File: src/rtl/i2c_regram_target.sv
module i2c_regram_target #(
  parameter logic [6:0] DEV_ADDR  = 7'b1101111,
  parameter int         REG_BYTES = 32,
  parameter int         RAM_BYTES = 64
) (
  input  logic clk,
  input  logic rst_n,
  input  logic scl_i,
  input  logic sda_i,
  input  logic on_backup,
  output logic sda_oe
);
  localparam int TOTAL = REG_BYTES + RAM_BYTES;
  localparam int AW    = $clog2(TOTAL);
  localparam int RIW   = $clog2(REG_BYTES);
  localparam int MIW   = $clog2(RAM_BYTES);
  localparam logic [AW-1:0] REG_LAST = AW'(REG_BYTES - 1);
  localparam logic [AW-1:0] RAM_BASE = AW'(REG_BYTES);
  localparam logic [AW-1:0] RAM_LAST = AW'(TOTAL - 1);

  typedef enum logic [2:0] {S_IDLE, S_CTRL, S_ADDR, S_WR, S_ACK, S_RD, S_MACK} st_t;

  logic [2:0] scl_sh, sda_sh;
  always_ff @(posedge clk) begin
    if (!rst_n) begin
      scl_sh <= 3'b111;
      sda_sh <= 3'b111;
    end else begin
      scl_sh <= {scl_sh[1:0], scl_i};
      sda_sh <= {sda_sh[1:0], sda_i};
    end
  end

  wire sda_s    = sda_sh[1];
  wire scl_rise = scl_sh[1] & ~scl_sh[2];
  wire scl_fall = ~scl_sh[1] & scl_sh[2];
  wire start_c  = scl_sh[1] & scl_sh[2] & sda_sh[2] & ~sda_sh[1];
  wire stop_c   = scl_sh[1] & scl_sh[2] & ~sda_sh[2] & sda_sh[1];

  st_t           st_q, st_d, nxt_q, nxt_d;
  logic [3:0]    bit_q, bit_d;
  logic [7:0]    sr_q, sr_d, tx_q, tx_d;
  logic [AW-1:0] ptr_q, ptr_d;
  logic          oe_q, oe_d;
  logic          bump, wr_en;

  logic [7:0] regs_q [REG_BYTES];
  logic [7:0] ram_q  [RAM_BYTES];

  function automatic logic [AW-1:0] next_ptr(input logic [AW-1:0] p);
    if (p == REG_LAST)      return '0;
    else if (p == RAM_LAST) return RAM_BASE;
    else                    return p + AW'(1);
  endfunction

  wire        in_regs = ptr_q < RAM_BASE;
  wire [7:0]  rd_byte = in_regs ? regs_q[ptr_q[RIW-1:0]] : ram_q[MIW'(ptr_q - RAM_BASE)];
  wire        in_ctrl = st_q == S_CTRL;

  always_comb begin
    st_d  = st_q;
    nxt_d = nxt_q;
    bit_d = bit_q;
    sr_d  = sr_q;
    tx_d  = tx_q;
    ptr_d = ptr_q;
    oe_d  = oe_q;
    bump  = 1'b0;
    wr_en = 1'b0;
    if (stop_c) begin
      st_d = S_IDLE;
      oe_d = 1'b0;
    end else if (start_c) begin
      st_d  = S_CTRL;
      bit_d = '0;
      oe_d  = 1'b0;
    end else begin
      case (st_q)
        S_CTRL, S_ADDR, S_WR: begin
          if (scl_rise && bit_q != 4'd8) begin
            sr_d  = {sr_q[6:0], sda_s};
            bit_d = bit_q + 4'd1;
          end else if (scl_fall && bit_q == 4'd8) begin
            if (st_q == S_CTRL) begin
              if (sr_q[7:1] == DEV_ADDR && !on_backup) begin
                st_d  = S_ACK;
                oe_d  = 1'b1;
                nxt_d = sr_q[0] ? S_RD : S_ADDR;
              end else begin
                st_d = S_IDLE;
              end
            end else if (st_q == S_ADDR) begin
              if (int'(sr_q) < TOTAL) begin
                ptr_d = AW'(sr_q);
                st_d  = S_ACK;
                oe_d  = 1'b1;
                nxt_d = S_WR;
              end else begin
                st_d = S_IDLE;
              end
            end else begin
              wr_en = 1'b1;
              bump  = 1'b1;
              ptr_d = next_ptr(ptr_q);
              st_d  = S_ACK;
              oe_d  = 1'b1;
              nxt_d = S_WR;
            end
          end
        end
        S_ACK: begin
          if (scl_fall) begin
            st_d  = nxt_q;
            bit_d = '0;
            if (nxt_q == S_RD) begin
              tx_d = rd_byte;
              oe_d = ~rd_byte[7];
            end else begin
              oe_d = 1'b0;
            end
          end
        end
        S_RD: begin
          if (scl_rise) begin
            bit_d = bit_q + 4'd1;
          end else if (scl_fall) begin
            if (bit_q == 4'd8) begin
              oe_d  = 1'b0;
              bump  = 1'b1;
              ptr_d = next_ptr(ptr_q);
              st_d  = S_MACK;
            end else begin
              tx_d = {tx_q[6:0], 1'b0};
              oe_d = ~tx_q[6];
            end
          end
        end
        S_MACK: begin
          if (scl_rise && sda_s) begin
            st_d = S_IDLE;
          end else if (scl_fall) begin
            st_d  = S_RD;
            bit_d = '0;
            tx_d  = rd_byte;
            oe_d  = ~rd_byte[7];
          end
        end
        default: ;
      endcase
    end
  end

  always_ff @(posedge clk) begin
    if (!rst_n) begin
      st_q  <= S_IDLE;
      nxt_q <= S_IDLE;
      bit_q <= '0;
      sr_q  <= '0;
      tx_q  <= '0;
      ptr_q <= '0;
      oe_q  <= 1'b0;
    end else begin
      st_q  <= st_d;
      nxt_q <= nxt_d;
      bit_q <= bit_d;
      sr_q  <= sr_d;
      tx_q  <= tx_d;
      ptr_q <= ptr_d;
      oe_q  <= oe_d;
    end
  end

  always_ff @(posedge clk) begin
    if (!rst_n) begin
      for (int i = 0; i < REG_BYTES; i++) regs_q[i] <= '0;
    end else if (wr_en && in_regs) begin
      regs_q[ptr_q[RIW-1:0]] <= sr_q;
    end
  end

  always_ff @(posedge clk) begin
    if (wr_en && !in_regs) ram_q[MIW'(ptr_q - RAM_BASE)] <= sr_q;
  end

  assign sda_oe = oe_q;
endmodule

File: config.mk
export PLATFORM = sky130hd
export DESIGN_NAME = i2c_regram_target
export DESIGN_NICKNAME = d
export VERILOG_FILES = /design/src/rtl/i2c_regram_target.sv
export SDC_FILE = /design/constraint.sdc
export NUM_CORES = 1
export LEC_CHECK = 0
export BUFFER_PORTS_ARGS = -buffer_cell sky130_fd_sc_hd__buf_2
export CELL_PAD_IN_SITES_DETAIL_PLACEMENT = 1
export CELL_PAD_IN_SITES_GLOBAL_PLACEMENT = 1
export CORE_AREA = 2 2 361 220
export DETAILED_ROUTE_END_ITERATION = 8
export DIE_AREA = 0 0 363 222
export GPL_ROUTABILITY_DRIVEN = 0
export PLACE_DENSITY = 0.78
export SYNTH_ARGS = -nofsm -noshare
export SYNTH_HDL_FRONTEND = slang
export SYNTH_SLANG_ARGS = --single-unit
File: constraint.sdc
create_clock -name clk -period 6.4 [get_ports clk]
set_input_delay 0.96 -clock clk [delete_from_list [all_inputs] [get_ports clk]]
set_output_delay 0.96 -clock clk [all_outputs]
set_load 0.05 [all_outputs]
==> flow_summary.ini <==
[run_status]
status = finished clean

[cells_and_area]
post-route-util_pct = 49.10
drive_gt1_share_pct = 16.16
n_fill_cell = 7255
multiInputGateArea_mm2 = 0.009792
most-common-layout-cells = 768 x edfxtp_1, 268 x and2_1, 129 x nor2_1
syn_to_final_growth_pct = 9.649
final_common_cell = edfxtp_1
final_nets = 2166
regArea_mm2 = 0.02399

[synthesis]
seq_area_frac_synth_pct = 69.44
synthesis.area_mm2 = 0.03448
syn_inst = 2190
ys_types = 77
ys.flop_type = edfxtp_1
yosys_warnings = 0
synth_top_area_share_pct = 66.88
synth_nets = 2201
synth.avg_cell_area_um2 = 15.75
synth_edf_count = 768
synthArstFlopShare_pct = 0
yosys.area.top_type = edfxtp_1
ys_ff_latch = 812
netlist_top_cells_area = edfxtp_1 67%, mux4_2 6.9%, and2_1 4.9%

[clocking]
postCtsResizedCells = 0
clockBufferDepth = 3
clock_latency_ps = 660
cts_hold_buf = 0
cts_root_buf = clkbuf_16
cts_tree = done
clock_sinks = 812
cts.clk_slew.worst_paths_ps = 70
post_cts_buffers = 0
h-tree-depth = 3
cts_buffers = 74

[placed_design]
port_buffers = 5
preCtsSetupSlack_ps = 2209
place_hpwl_um = 68370

[global_routing]
gr-total-overflow = 0
grtUsageTotal_pct = 26.56
antenna_found_initial = 2
grt_pass1_vias = 21021
grt_pass1_wl_um = 154600
grt_max_degree = 84

[sta]
max_freq_mhz = 230.8
relSlewSlack_pct = 12.19
worstMarginPinSlew_ps = 1317
setup_ws_ps = 2067
skew_ps = 31.27
slew_viol_final = 0
min_period_ps = 4333
fin_tns_setup_ps = 0
finalCritPeriodShare_pct = 67.71
setup_viol = 0
rsz0062_at_grt = no
hold_viol = 0

[die]
die_h_um = 222
die_w_um = 363
start_util_pct = 44.78
die-area_mm2 = 0.08059
core_mm2 = 0.07700
rows = 79
io_pins = 6

[power]
p_leak_nw = 12.01
p_per_area_mw_per_mm2 = 277.0
total_power_mw = 10.47
ir_worst_vdd_mv = 0.1794

[critical_path]
critPathBufInv = 1
arrival_ps = 4590
required_ps = 6650
path_max_fanout = 17
max_stage_delay_ps = 1200
critPathTopFamily = simple AND/OR/NAND/NOR gates
path_cells = inv_1 > nor4_4 > and3_1 > nand2_1 > o21ai_0
start_kind = register
worstSetupEndpointType = register
cp_slowest_cell = o21ai_0
worst-setup-path-type = register to register

[routing]
first_pass_iters = 7
wirelength_um = 107200
drc = 0
antenna_left = 0
viasPerCell = 6.572
first_iter_violations = 3520
via_count = 21235
wl_per_cell_um = 33.17

[hold_path]
hold_path_class = register to register

[run]
maxCapViolations = 0
synthesized netlist by cell type, drive strengths merged, types with 5 or more instances:
library cell  number
nor3b             11
nor3              25
mux2i             44
nand2b            31
a21oi             48
a32oi              6
nor4               5
clkbuf            87
nor2b             25
a221o             15
o221ai             7
and3               9
o2111ai            6
o21ai             65
a211oi             8
edfxtp           768
o2bb2ai            5
nand3             24
and2             269
o22ai              9
a221oi            54
nand2             90
o211a              5
mux2              58
a22oi             38
o211ai             6
ha                 6
inv               11
buf               70
mux4             113
a31oi             13
nand3b            13
dfxtp             44
nor2             129
cell families (layout without fill, tap and decap cells):
family / after synthesis / in the layout / synth area share [%]
and+or+nand+nor: 652 / 652 / 10.48
adders and majority gates: 6 / 6 / 0.2177
muxes: 215 / 215 / 10.64
AOI/OAI and AO/OA: 336 / 336 / 7.029
buffers and inverters: 169 / 195 / 2.203
other: 0 / 3 / 0
DFF: 812 / 812 / 69.44
per-stage QoR:
stage	std cells	hold slack (ps)	cell area, µm²
final	3231	443.4	37810
after detailed placement	3091	436.3	35430
after global routing	3228	487.3	37800
after floorplan	2190	386.3	34480
after global placement	3091	412.5	35430
after CTS	3228	458.2	37800
worst paths after layout:
check                 start            to  slack, ps  cells after the start
hold reg to reg   sda_sh[0]     sda_sh[1]        440                      1
hold / removal    sda_sh[0]     sda_sh[1]        440                      1
setup reg to reg    st_q[0]  regs_q[2][7]       2070                      5
setup / recovery    st_q[0]  regs_q[2][7]       2070                      5
state kept, by name, summed over array words and instances, names as in the netlist, 3 cells and up, named ones only:
name / cells
tx_q: 7
sda_sh: 3
ptr_q: 7
ram_q: 512
scl_sh: 3
st_q: 3
sr_q: 8
nxt_q: 3
regs_q: 256
bit_q: 4
power by group:
part / total (mW) / internal (mW) / leakage (nW) / switching (mW)
clock: 4.49 / 2.42 / 1.16 / 2.07
sequential: 5.87 / 5.83 / 7.54 / 0.0477
combinational: 0.113 / 0.0413 / 3.31 / 0.0721
area by class of cell:
type	count	area share [%]
flip-flops and latches	812	63.44
multi-input cells	1209	25.90
clock buffers	88	5.202
well taps	1012	3.349
clock inverters	49	1.056
repair buffers	46	0.9134
inverters	12	0.1191
diodes	3	0.01986
per-layer routing:
layer / part of all wire (%) / track usage (%)
met1: 43 / 40.76
met2: 41 / 35.91
met3: 14 / 8.980
met4: 2.3 / 6.545
met5: 0 / 0
Note: power is estimated with default switching activity, not from simulation.
